### src/rtl/sar_host_pkg.sv
package sar_host_pkg;

    typedef enum logic [3:0] {
        ST_IDLE,
        ST_EDGE1,
        ST_WAKE,
        ST_TRACK,
        ST_EDGE2,
        ST_CONV,
        ST_READ,
        ST_GAP,
        ST_RSTP
    } seq_state_t;

    typedef struct packed {
        logic cs_n;
        logic rc;
        logic rst;
    } adc_pins_t;

    function automatic int unsigned max_of(input int unsigned a, input int unsigned b);
        return (a > b) ? a : b;
    endfunction

    function automatic adc_pins_t pins_for(input seq_state_t s, input logic standby);
        adc_pins_t p;
        p.cs_n = 1'b1;
        p.rc   = 1'b1;
        p.rst  = 1'b0;
        case (s)
            ST_EDGE1: begin p.cs_n = 1'b0; p.rc = 1'b0;    end
            ST_EDGE2: begin p.cs_n = 1'b0; p.rc = standby; end
            ST_READ:  begin p.cs_n = 1'b0; p.rc = 1'b1;    end
            ST_RSTP:  begin p.rst  = 1'b1;                 end
            default:  ;
        endcase
        return p;
    endfunction

endpackage

### src/rtl/sar_eoc_sync.sv
module sar_eoc_sync #(
    parameter int STAGES = 2
) (
    input  logic clk,
    input  logic rst,
    input  logic async_n,
    output logic sync_n
);
    logic [STAGES-1:0] chain;

    always_ff @(posedge clk) begin
        if (rst) chain <= '1;
        else     chain <= {chain[STAGES-2:0], async_n};
    end

    assign sync_n = chain[STAGES-1];
endmodule

### src/rtl/sar_cycle_timer.sv
module sar_cycle_timer #(
    parameter int W = 8
) (
    input  logic         clk,
    input  logic         rst,
    input  logic         load,
    input  logic [W-1:0] load_val,
    output logic         done
);
    logic [W-1:0] cnt;

    always_ff @(posedge clk) begin
        if (rst)              cnt <= '0;
        else if (load)        cnt <= load_val - W'(1);
        else if (cnt != '0)   cnt <= cnt - W'(1);
    end

    assign done = (cnt == '0);
endmodule

### src/rtl/sar_seq_fsm.sv
module sar_seq_fsm
    import sar_host_pkg::*;
#(
    parameter int W        = 8,
    parameter int T_CSL    = 3,
    parameter int T_CSH    = 3,
    parameter int T_ACQ    = 8,
    parameter int T_DV     = 2,
    parameter int T_WAKE   = 100,
    parameter int T_EOC_TO = 100,
    parameter int T_RST    = 4
) (
    input  logic         clk,
    input  logic         rst,
    input  logic         start_valid,
    input  logic         start_standby,
    input  logic         timer_done,
    input  logic         eoc_n,
    output logic         tmr_load,
    output logic [W-1:0] tmr_val,
    output logic         start_ready,
    output logic         capture_en,
    output logic         err_pulse,
    output adc_pins_t    pins
);
    seq_state_t state, state_nx;
    logic       standby_q;
    logic       shut_q;
    logic       err_nx;

    always_comb begin
        state_nx = state;
        tmr_load = 1'b0;
        tmr_val  = W'(1);
        capture_en = 1'b0;
        err_nx   = 1'b0;
        case (state)
            ST_IDLE: if (start_valid) begin
                state_nx = ST_EDGE1; tmr_load = 1'b1; tmr_val = W'(T_CSL);
            end
            ST_EDGE1: if (timer_done) begin
                tmr_load = 1'b1;
                if (shut_q) begin state_nx = ST_WAKE;  tmr_val = W'(T_WAKE); end
                else        begin state_nx = ST_TRACK; tmr_val = W'(T_ACQ);  end
            end
            ST_WAKE: if (timer_done) begin
                state_nx = ST_TRACK; tmr_load = 1'b1; tmr_val = W'(T_ACQ);
            end
            ST_TRACK: if (timer_done) begin
                state_nx = ST_EDGE2; tmr_load = 1'b1; tmr_val = W'(T_CSL);
            end
            ST_EDGE2: if (timer_done) begin
                state_nx = ST_CONV; tmr_load = 1'b1; tmr_val = W'(T_EOC_TO);
            end
            ST_CONV: begin
                if (!eoc_n) begin
                    state_nx = ST_READ; tmr_load = 1'b1; tmr_val = W'(T_DV);
                end else if (timer_done) begin
                    state_nx = ST_RSTP; tmr_load = 1'b1; tmr_val = W'(T_RST);
                    err_nx   = 1'b1;
                end
            end
            ST_READ: if (timer_done) begin
                state_nx = ST_GAP; tmr_load = 1'b1; tmr_val = W'(T_CSH);
                capture_en = 1'b1;
            end
            ST_GAP:  if (timer_done) state_nx = ST_IDLE;
            ST_RSTP: if (timer_done) state_nx = ST_IDLE;
            default: state_nx = ST_IDLE;
        endcase
    end

    always_ff @(posedge clk) begin
        if (rst) begin
            state     <= ST_IDLE;
            standby_q <= 1'b0;
            shut_q    <= 1'b1;
            err_pulse <= 1'b0;
        end else begin
            state     <= state_nx;
            err_pulse <= err_nx;
            if (state == ST_IDLE && start_valid) standby_q <= start_standby;
            if (state == ST_CONV && !eoc_n)      shut_q    <= ~standby_q;
            else if (err_nx)                     shut_q    <= 1'b1;
        end
    end

    assign start_ready = (state == ST_IDLE);
    assign pins        = pins_for(state, standby_q);
endmodule

### src/rtl/sar_capture.sv
module sar_capture #(
    parameter int DW = 14
) (
    input  logic          clk,
    input  logic          rst,
    input  logic          capture_en,
    input  logic [DW-1:0] bus,
    output logic          valid,
    output logic [DW-1:0] data
);
    always_ff @(posedge clk) begin
        if (rst) begin
            valid <= 1'b0;
            data  <= '0;
        end else begin
            valid <= capture_en;
            if (capture_en) data <= bus;
        end
    end
endmodule

### src/rtl/sar_host_ctrl.sv
module sar_host_ctrl
    import sar_host_pkg::*;
#(
    parameter int DW        = 14,
    parameter int SYNC_STG  = 2,
    parameter int T_CSL     = 4,
    parameter int T_CSH     = 4,
    parameter int T_ACQ     = 60,
    parameter int T_DV      = 4,
    parameter int T_WAKE    = 1200000,
    parameter int T_EOC_TO  = 1000,
    parameter int T_RST     = 8
) (
    input  logic          clk,
    input  logic          rst,
    input  logic          start_valid,
    input  logic          start_standby,
    output logic          start_ready,
    output logic          sample_valid,
    output logic [DW-1:0] sample_data,
    output logic          timeout_err,
    output logic          adc_cs_n,
    output logic          adc_rc,
    output logic          adc_reset,
    input  logic          adc_eoc_n,
    input  logic [DW-1:0] adc_data
);
    localparam int unsigned MAXV = max_of(max_of(max_of(T_CSL, T_CSH), max_of(T_ACQ, T_DV)),
                                          max_of(max_of(T_WAKE, T_EOC_TO), T_RST));
    localparam int W = $clog2(MAXV + 1);

    logic         eoc_s_n;
    logic         tmr_load;
    logic [W-1:0] tmr_val;
    logic         tmr_done;
    logic         capture_en;
    adc_pins_t    pins;

    sar_eoc_sync #(.STAGES(SYNC_STG)) u_sync (
        .clk(clk), .rst(rst), .async_n(adc_eoc_n), .sync_n(eoc_s_n)
    );

    sar_cycle_timer #(.W(W)) u_timer (
        .clk(clk), .rst(rst), .load(tmr_load), .load_val(tmr_val), .done(tmr_done)
    );

    sar_seq_fsm #(
        .W(W), .T_CSL(T_CSL), .T_CSH(T_CSH), .T_ACQ(T_ACQ), .T_DV(T_DV),
        .T_WAKE(T_WAKE), .T_EOC_TO(T_EOC_TO), .T_RST(T_RST)
    ) u_fsm (
        .clk(clk), .rst(rst),
        .start_valid(start_valid), .start_standby(start_standby),
        .timer_done(tmr_done), .eoc_n(eoc_s_n),
        .tmr_load(tmr_load), .tmr_val(tmr_val),
        .start_ready(start_ready), .capture_en(capture_en),
        .err_pulse(timeout_err), .pins(pins)
    );

    sar_capture #(.DW(DW)) u_cap (
        .clk(clk), .rst(rst), .capture_en(capture_en), .bus(adc_data),
        .valid(sample_valid), .data(sample_data)
    );

    assign adc_cs_n  = pins.cs_n;
    assign adc_rc    = pins.rc;
    assign adc_reset = pins.rst;
endmodule

### config.mk
export PLATFORM = sky130hd
export DESIGN_NAME = sar_host_ctrl
export DESIGN_NICKNAME = d
export VERILOG_FILES = /design/src/rtl/sar_host_pkg.sv /design/src/rtl/sar_eoc_sync.sv /design/src/rtl/sar_cycle_timer.sv /design/src/rtl/sar_seq_fsm.sv /design/src/rtl/sar_capture.sv /design/src/rtl/sar_host_ctrl.sv
export SDC_FILE = /design/constraint.sdc
export NUM_CORES = 1
export LEC_CHECK = 0
export BUFFER_PORTS_ARGS = -buffer_cell sky130_fd_sc_hd__buf_2
export CAP_MARGIN = 5
export CORE_UTILIZATION = 35
export DETAILED_ROUTE_END_ITERATION = 8
export PLACE_DENSITY = 0.56
export SLEW_MARGIN = 20
export SYNTH_ARGS = -nofsm -noshare
export SYNTH_HDL_FRONTEND = slang
export SYNTH_HIERARCHICAL = 1
export SYNTH_SLANG_ARGS = --single-unit
### constraint.sdc
create_clock -name clk -period 7.6 [get_ports clk]
set_input_delay 0.38 -clock clk [delete_from_list [all_inputs] [get_ports clk]]
set_output_delay 0.38 -clock clk [all_outputs]
set_load 0.02 [all_outputs]
==> results.py, run 1 <==
metrics = {
    "status": {
        "status": "completed",
    },
    "finish": {
        "areaGrowthSynthToFinish_pct": 7.88,
        "final_cell_mix": "dfxtp_1 (45), nor2_1 (44), buf_2 (38)",
        "drive_above_1_share_pct": 21.2,
        "fin_cells": 456,
        "design_area_mm2": 0.00312,
        "nets": 373,
        "final_common_cell": "dfxtp_1",
        "antenna_cells": 0,
    },
    "floorplan": {
        "num_rows": 32,
        "die_w_um": 92.9,
        "die_h_um": 92.9,
        "fp.coreArea_mm2": 0.00785,
        "pin_count": 39,
        "start_util_pct": 36.8,
        "die-area_mm2": 0.00862,
    },
    "setup_path": {
        "end_kind": "flop",
        "crit_type": "flop to flop",
        "cpMostUsedCell": "nor2_1",
        "critical-path-top-delay-family": "simple AND/OR/NAND/NOR gates",
        "arrival_ns": 4.46,
        "max_stage_delay_ns": 0.51,
        "path_cells": "or4_4 -> and4bb_1 -> and2_4 -> o21a_1 -> nor2_1 -> o41a_1 -> inv_2 -> buf_4 -> mux2i_1 -> ha_1 -> o221ai_2 -> nor4_4 -> xor2_1 -> nor2_1",
        "worstPathMaxFanout": 37,
        "worst-path-buf-inv": 2,
        "cpMaxStageDelayCell": "or4_4",
        "cp_data_required_time_ns": 7.80,
        "setup.worst_path.start_class": "flop",
    },
    "detailed_routing": {
        "via_count": 2394,
        "viasPerCell": 5.25,
        "drt-total-wl_mm": 6.30,
        "route.detailed.drc": 0,
        "wl_per_cell_um": 13.8,
        "drt_iter0_markers": 85,
        "drtPass1Iterations": 5,
        "ant_nets": 0,
    },
    "power_and_ir_drop": {
        "p_seq_share_pct": 29.2,
        "swShare_pct": 46.7,
        "leakagePower_nw": 1.21,
        "finalPower_mw": 1.23,
        "pwr-share-clk_pct": 13.0,
        "p_switching_mw": 0.573,
        "power.share.combinational_pct": 57.8,
        "p_per_area_mw_per_mm2": 394,
        "p_int_mw": 0.654,
        "irDropWorstVdd_mv": 0.117,
    },
    "placement": {
        "portBuffers": 38,
        "dp.cells": 448,
        "dp.final_hpwl_mm": 4.42,
        "gp_congestion": 0.783,
        "post_dp_cell_area_mm2": 0.00302,
    },
    "yosys": {
        "seq_area_frac_synth_pct": 31.2,
        "synthAdderAreaFrac_pct": 0.433,
        "yosys_warnings": 6,
        "synth_area_per_cell_um2": 8.78,
        "synthArstFlopShare_pct": 0,
        "synthesis.area_mm2": 0.00289,
        "yosysTopAreaCell": "dfxtp_1",
        "synth_top_family_by_area": "simple AND/OR/NAND/NOR gates",
        "synth_xor_area_share_pct": 5.46,
        "synthMuxAreaShare_pct": 10.9,
        "ys_ff_latch": 45,
        "synth_top_area_share_pct": 31.2,
        "synthTopCellsByArea": "dfxtp_1 (31%), mux2i_1 (9.4%), nor2_1 (5.7%), buf_4 (4.4%), nor3_1 (3.8%)",
        "synth_compound_area_share_pct": 13.4,
        "synth-main-ff-cell": "dfxtp_1",
        "synth_simple_gate_area_share_pct": 29.8,
        "synth_cell_types": 63,
        "syn_inst": 329,
        "synth-edff-count": 0,
    },
    "clock_network": {
        "clk_pin_slew_worst_paths_ns": 0.10,
        "clk_path_buf_depth": 2,
        "cts_resized": 0,
        "numCtsBuffers": 5,
        "cts_tree": "yes",
        "clk_latency_ns": 0.30,
        "cts-root-buf": "clkbuf_8",
        "htreeDepth": 2,
        "cts_sinks": 45,
        "postCtsHoldBufs": 0,
        "postCtsSetupBuffers": 0,
    },
    "global_routing": {
        "grt_max_degree": 38,
        "gr-total-overflow": 0,
        "antenna_found_initial": 0,
        "grt_pass1_vias": 2188,
        "grt.total_usage_pct": 15.4,
        "grt_pass1_wl_mm": 10.6,
    },
    "timing": {
        "fin_setup_tns_ns": 0,
        "slew_viol_final": 0,
        "rsz0062_at_grt": "no",
        "fin_crit_ns": 4.26,
        "maxSlewHeadroom_pct": 31.8,
        "worst_pin_slew_ns": 1.02,
        "clock.fmax_mhz": 235,
        "fin_crit_sh_pct": 56.0,
        "hold_viol": 0,
        "setup_viol": 0,
        "clock_skew_ns": 0.00436,
    },
    "job": {
        "cap_violations": 0,
    },
    "hold_path": {
        "hp-class": "input port to flop",
    },
}
## cells in the mapped netlist (6+ instances only)
library cell,number
and3_1,8
nor2_1,44
o22ai_1,6
nor3_1,22
xor2_1,7
dfxtp_1,45
o21ai_0,7
mux2i_1,27
a21oi_1,21
buf_4,17
nand2_1,13
xnor2_1,11
## flip-flops by register name, summed over array words and instances (netlist names)
register	cells
u_cap/data	14
u_fsm/shut_q	1
u_timer/cnt	21
u_fsm/state	4
u_fsm/err_pulse	1
u_cap/valid	1
u_sync/chain	2
u_fsm/standby_q	1
## worst paths after layout
check             cells after the start             from  slack (ns)               to
setup / recovery                     14  u_timer/cnt[15]        3.34  u_timer/cnt[14]
hold / removal                        2        adc_eoc_n        0.25  u_sync/chain[0]
setup reg to reg                     14  u_timer/cnt[15]        3.34  u_timer/cnt[14]
hold reg to reg                       1  u_sync/chain[0]        0.42  u_sync/chain[1]
## power groups by stage
stage                     clock (mW)  combinational, mW  sequential [mW]
after floorplan                    0              0.631            0.326
after global placement             0              0.704            0.362
after detailed placement           0              0.706            0.361
after CTS                      0.165              0.710            0.357
after global routing           0.175              0.790            0.368
final                          0.160              0.709            0.358
## kinds of logic after synthesis
logic type / after synthesis
and+or+nand+nor: 139
xor gates and xnor gates: 18
other: 1
AOI/OAI and AO/OA: 58
buffers and inverters: 36
DFF: 45
adders and majority gates: 1
muxes: 31
## metal layers
metal  part of all wire, %  routed length [µm]  global-route usage (%)  vias to the layer above
met5                     0                   0                       0                        -
met4                  0.59                  37                    4.62                        0
met3                   4.5                 282                    3.12                        2
met2                    46                2900                    24.8                       52
met1                    49                3080                    20.5                     1129
li1                      -                   -                       -                     1211
## cell type report
class	instances	area, µm²
inverters	6	22.5
well taps	102	128
fillers	841	4730
multi-input cells	254	1760
clock inverters	3	25.0
repair buffers	41	213
clock buffers	5	68.8
flip-flops and latches	45	901
## through the flow
step                setup slack (ns)  hold WS, ns  util, %
global placement                3.43        0.400     38.5
CTS                             3.31        0.244     39.7
detailed placement              3.34        0.397     38.5
floorplan                       3.67        0.383        -
global route                    2.99        0.245     39.7
finish                          3.34        0.252     39.7
No activity file was read; power rests on OpenSTA's default activity.
==> run 2: changes to the inputs <==
Settings changed: PLACE_DENSITY 0.56 to 0.58.
Clock period 7.6 ns to 3.55 ns, I/O delays scaled along.
==> run 2 against run 1 <==
- worst setup slack worse by 3.3 ns
- die area did not move
- non-clock buffer count increased by 32
- sequential power up 110%
- critical path depth fell by 2
- via count rose by 7.9%
- register-to-register slack worse by 3.3 ns
- clock skew is 0.0059 ns higher
- total power up 150%
- routed wire length rose by 11%
==> results.py, run 2 (synthesized netlist as in run 1, its figures left out) <==
metrics = {
    "finish": {
        "largest_reg_flops": 21,
        "design_area_mm2": 0.00346,
        "multiInputGateArea_mm2": 0.00184,
        "fill_cells": 804,
        "reg_top3": "u_timer/cnt: 21 flops, u_cap/data: 14 flops, u_fsm/state: 4 flops",
        "regArea_um2": 905,
        "drive_above_1_share_pct": 32.0,
        "areaGrowthSynthToFinish_pct": 19.9,
        "fin_cells": 490,
        "nets": 407,
        "final_cell_mix": "nor2_1 (43), dfxtp_1 (42), buf_2 (38)",
        "antenna_cells": 0,
        "final_common_cell": "nor2_1",
        "top_register": "u_timer/cnt",
    },
    "power_and_ir_drop": {
        "leakagePower_nw": 1.40,
        "irDropWorstVdd_mv": 0.284,
        "p_per_area_mw_per_mm2": 877,
    },
    "placement": {
        "dp.cells": 476,
        "gp_congestion": 0.892,
        "portBuffers": 38,
        "dp.final_hpwl_mm": 4.87,
        "post_dp_cell_area_mm2": 0.00325,
        "pre_cts_ws_ns": -0.0740,
    },
    "detailed_routing": {
        "route.detailed.drc": 0,
        "ant_nets": 0,
        "viasPerCell": 5.27,
        "wl_per_cell_um": 14.3,
        "drt_iter0_markers": 137,
        "drtPass1Iterations": 4,
        "via_count": 2583,
        "drt-total-wl_mm": 6.99,
    },
    "clock_network": {
        "cts_sinks": 45,
        "numCtsBuffers": 5,
        "clk_pin_slew_worst_paths_ns": 0.10,
        "postCtsHoldBufs": 0,
        "cts_tree": "yes",
        "clk_latency_ns": 0.31,
        "cts-root-buf": "clkbuf_8",
        "clk_path_buf_depth": 2,
        "htreeDepth": 2,
    },
    "hold_path": {
        "whs_endpoint": "u_sync/chain[0]",
        "hp-class": "input port to flop",
        "min_delay_path_depth": 2,
        "min-delay-start": "adc_eoc_n",
    },
    "setup_path": {
        "timing.rr.end": "u_timer/cnt[17]",
        "path_cells": "or4_4 -> and4bb_1 -> and2_4 -> o21a_1 -> nor2_1 -> o41a_1 -> buf_6 -> nor4b_4 -> o22ai_4 -> nor4_4 -> and3_4 -> nor3_2",
        "setup.worst_path.start_class": "flop",
        "max_stage_delay_ns": 0.52,
        "cpMaxStageDelayCell": "or4_4",
        "reg2regPathDepth": 12,
        "cp_data_required_time_ns": 3.76,
        "rrSetupSlack_ns": 0.08,
        "r2r_start": "u_timer/cnt[16]",
        "crit_type": "flop to flop",
        "arrival_ns": 3.68,
        "worstPathMaxFanout": 5,
        "end_kind": "flop",
    },
    "global_routing": {
        "grt_pass1_wl_mm": 11.2,
        "antenna_found_initial": 0,
        "grt_pass1_vias": 2346,
        "grt.total_usage_pct": 16.3,
        "gr-total-overflow": 0,
        "grt_max_degree": 33,
    },
    "timing": {
        "rsz0062_at_grt": "yes",
        "fin_ws_ns": 0.0781,
        "maxSlewHeadroom_pct": 57.5,
        "fin_setup_tns_ns": 0,
        "fin_crit_ns": 3.47,
        "clock.fmax_mhz": 288,
        "fin_crit_sh_pct": 97.8,
        "slew_viol_final": 0,
        "clock_skew_ns": 0.0103,
        "worst_pin_slew_ns": 0.637,
        "hold_viol": 0,
        "setup_viol": 0,
    },
    "status": {
        "status": "completed",
    },
    "floorplan": {
        "die_w_um": 92.9,
        "num_rows": 32,
        "pin_count": 39,
        "die-area_mm2": 0.00862,
        "start_util_pct": 36.8,
        "fp.coreArea_mm2": 0.00785,
        "die_h_um": 92.9,
    },
    "job": {
        "cap_violations": 0,
    },
}
==> run 2: cell types whose count changed in the layout (fill, tap and decap cells not counted), moves of 2 or more <==
cell        before  now
buf_4            3   34
dfxtp_1         45   42
dfxtp_2          0    3
nor3_1          22   19
nor3_2           4    7
clkinvlp_4       1    3
nor3b_1          5    3
nor3b_2          1    3
o22ai_1          6    4
==> run 2: metrics by stage <==
step	hold WS, ns	total power [mW]	util, %
2_1_floorplan	0.247	2.10	-
5_1_grt	0.0530	3.25	44.1
3_3_place_gp	0.364	2.51	41.4
3_5_place_dp	0.377	2.52	41.4
4_1_cts	0.0619	2.93	43.0
6_report	0.0594	3.04	44.1
==> run 2: how the worst max path moves through the flow <==
stage | startpoint | to | depth (start not counted)
final | u_timer/cnt[16] | u_timer/cnt[17] | 12
after global routing | u_timer/cnt[16] | u_timer/cnt[17] | 12
after CTS | u_timer/cnt[14] | u_timer/cnt[14] | 13
after detailed placement | u_timer/cnt[14] | u_timer/cnt[11] | 13
after global placement | u_timer/cnt[14] | u_timer/cnt[20] | 12
after floorplan | u_timer/cnt[14] | u_timer/cnt[12] | 17
==> run 2: power breakdown <==
part           internal [mW]  total [mW]  switching, mW
sequential             0.619       0.746          0.127
clock                  0.142       0.335          0.193
combinational          0.897        1.96           1.06
total                   1.66        3.04           1.38
==> run 2: repair_timing <==
| action | 4_1_cts | 5_1_grt |
|---|---|---|
| buffers inserted | 0 | 4 |
| endpoints found under the setup margin | 11 | 14 |
| pin swaps | 0 | 8 |
| gates resized for setup | 4 | 13 |
| cloned | 1 | 1 |
==> run 2: cell type report <==
| type | count | area share [%] |
|---|---|---|
| clock inverter | 3 | 0.722 |
| clock buffer | 5 | 1.99 |
| inverter | 6 | 0.722 |
| timing repair inverter | 2 | 0.433 |
| sequential | 45 | 26.1 |
| multi-input combinational | 254 | 53.2 |
| tap | 102 | 3.68 |
| timing repair buffer | 73 | 13.2 |
==> run 2: metal layers <==
metal  part of all wire, %  global-route usage, %  vias to the layer above
met2                    47                   26.4                       56
met5                     0                      0                        -
met4                  0.99                   3.97                        0
met1                    48                   21.9                     1242
met3                   4.0                   3.45                        5
li1                      -                      -                     1280
==> run 2: critical path: cells and delay by family, from the launching register on <==
kind	cells	cell delay [ns]
buffers and inverters	1	0.19
DFF	1	0.33
AOI/OAI and AO/OA	3	0.77
and+or+nand+nor	8	2.06
==> run 3: changes to the inputs <==
Settings changed: RECOVER_POWER set to 25.
==> run 3 against run 2 <==
- routed wire length down 0.11%
- sequential power about the same
- register-to-register slack about the same
- critical path type unchanged
==> results.py, run 3 (synthesized netlist as in run 1, its figures left out) <==
metrics = {
    "timing": {
        "fin_ws_ns": 0.0785,
        "fin_crit_sh_pct": 97.8,
        "hold_viol": 0,
        "hold_ws_ns": 0.0594,
        "worst_pin_slew_ns": 0.638,
        "clock.fmax_mhz": 288,
        "fin_crit_ns": 3.47,
        "slew_viol_final": 0,
        "clock_skew_ns": 0.0108,
        "rsz0062_at_grt": "yes",
        "maxSlewHeadroom_pct": 57.5,
        "setup_viol": 0,
    },
    "setup_path": {
        "reg2regPathDepth": 12,
        "arrival_ns": 3.68,
        "worstPathMaxFanout": 5,
        "setup.worst_path.start_class": "flop",
        "end_kind": "flop",
        "cp-endpoint": "u_timer/cnt[17]",
        "crit_type": "flop to flop",
        "r2r_start": "u_timer/cnt[16]",
        "rrSetupSlack_ns": 0.08,
        "timing.rr.end": "u_timer/cnt[17]",
        "cp-startpoint": "u_timer/cnt[16]",
        "cp_data_required_time_ns": 3.76,
    },
    "hold_path": {
        "hp-class": "input port to flop",
        "min_delay_path_depth": 2,
    },
    "floorplan": {
        "pin_count": 39,
        "fp.coreArea_mm2": 0.00785,
        "die_h_um": 92.9,
        "num_rows": 32,
        "start_util_pct": 36.8,
        "die_w_um": 92.9,
        "die-area_mm2": 0.00862,
    },
    "detailed_routing": {
        "drtPass1Iterations": 4,
        "ant_nets": 0,
        "wl_per_cell_um": 14.3,
        "via_count": 2594,
        "viasPerCell": 5.29,
        "drt_iter0_markers": 127,
        "drt-total-wl_mm": 6.99,
        "route.detailed.drc": 0,
    },
    "global_routing": {
        "grt_pass1_wl_mm": 11.2,
        "grt.total_usage_pct": 16.3,
        "grt_pass1_vias": 2346,
        "antenna_found_initial": 0,
        "gr-total-overflow": 0,
        "grt_max_degree": 33,
    },
    "power_and_ir_drop": {
        "leakagePower_nw": 1.34,
        "finalPower_mw": 3.04,
        "irDropWorstVdd_mv": 0.284,
        "p_per_area_mw_per_mm2": 881,
    },
    "clock_network": {
        "numCtsBuffers": 5,
        "htreeDepth": 2,
        "cts_tree": "yes",
        "clk_pin_slew_worst_paths_ns": 0.10,
        "clk_latency_ns": 0.31,
        "clk_path_buf_depth": 2,
        "cts-root-buf": "clkbuf_8",
        "cts_sinks": 45,
    },
    "placement": {
        "dp.final_hpwl_mm": 4.87,
        "portBuffers": 38,
        "gp_congestion": 0.892,
        "pre_cts_ws_ns": -0.0740,
    },
    "finish": {
        "fill_cells": 810,
        "nets": 407,
        "antenna_cells": 0,
        "final_cell_mix": "nor2_1 (43), dfxtp_1 (42), buf_4 (34)",
        "reg_top3": "u_timer/cnt: 21 flops, u_cap/data: 14 flops, u_fsm/state: 4 flops",
        "final_common_cell": "nor2_1",
        "largest_reg_flops": 21,
        "top_register": "u_timer/cnt",
        "drive_above_1_share_pct": 28.9,
        "areaGrowthSynthToFinish_pct": 19.4,
    },
    "job": {
        "cap_violations": 0,
    },
    "status": {
        "status": "completed",
    },
}
[run 3: changes by cell type in the layout (fill, tap and decap cells not counted), sizes merged]
cell | before | now
buf | 73 | 61
clkbuf | 5 | 17
[run 3: cell type report]
class	count	area (µm²)	share of cell area [%]
Tap cell	102	128	3.70
Timing Repair Buffer	73	442	12.8
Clock inverter	3	25.0	0.725
Timing Repair inverter	2	15.0	0.435
Sequential cell	45	905	26.2
Multi-Input combinational cell	254	1840	53.4
Inverter	6	25.0	0.725
Clock buffer	5	68.8	1.99
[run 3: layer usage]
layer  GRT usage (%)  up-vias  wire [µm]
met2            26.4       64       3240
met4            3.97        0         69
li1                -     1280          -
met1            21.9     1245       3350
met3            3.45        5        331
met5               0        -          0
[run 3: through the flow]
step / util (%) / instances / instance area [µm²] / TNS (ns)
floorplan: - / 335 / 2950 / -0.674
global placement: 41.4 / 476 / 3250 / -0.0319
detailed placement: 41.4 / 476 / 3250 / -0.330
CTS: 43.0 / 485 / 3380 / 0
global route: 44.0 / 490 / 3450 / -0.370
finish: 44.0 / 490 / 3450 / 0
[run 3: power by group]
group	switching [mW]	leakage [nW]	internal, mW
sequential	0.127	0.368	0.619
clock	0.194	0.0447	0.142
combinational	1.06	0.932	0.897
total	1.38	1.34	1.66
[run 3: repair_timing]
item                                    4_1_cts  5_1_grt
endpoints found under the setup margin       11       14
gates cloned                                  1        1
hold endpoints to repair                      0        0
pin swaps                                     0        8
hold buffers                                  0        0
buffers inserted                              0        4
resized for setup                             4       13
[run 3: worst max-delay path, stage by stage (launching register included)]
cell and delay (ns):
dfxtp_2 0.33, or4_4 0.52, and4bb_1 0.30, and2_4 0.17
o21a_1 0.12, nor2_1 0.04, o41a_1 0.47, buf_6 0.19
nor4b_4 0.32, o22ai_4 0.18, nor4_4 0.44, and3_4 0.24
nor3_2 0.03
[run 3: worst min-delay path by stage]
stage | startpoint | end | slack [ns]
CTS | adc_eoc_n | u_sync/chain[0] | 0.06
global route | adc_eoc_n | u_sync/chain[0] | 0.05
floorplan | rst | u_fsm/standby_q | 0.25
finish | adc_eoc_n | u_sync/chain[0] | 0.06
global placement | adc_eoc_n | u_sync/chain[0] | 0.36
detailed placement | adc_eoc_n | u_sync/chain[0] | 0.38
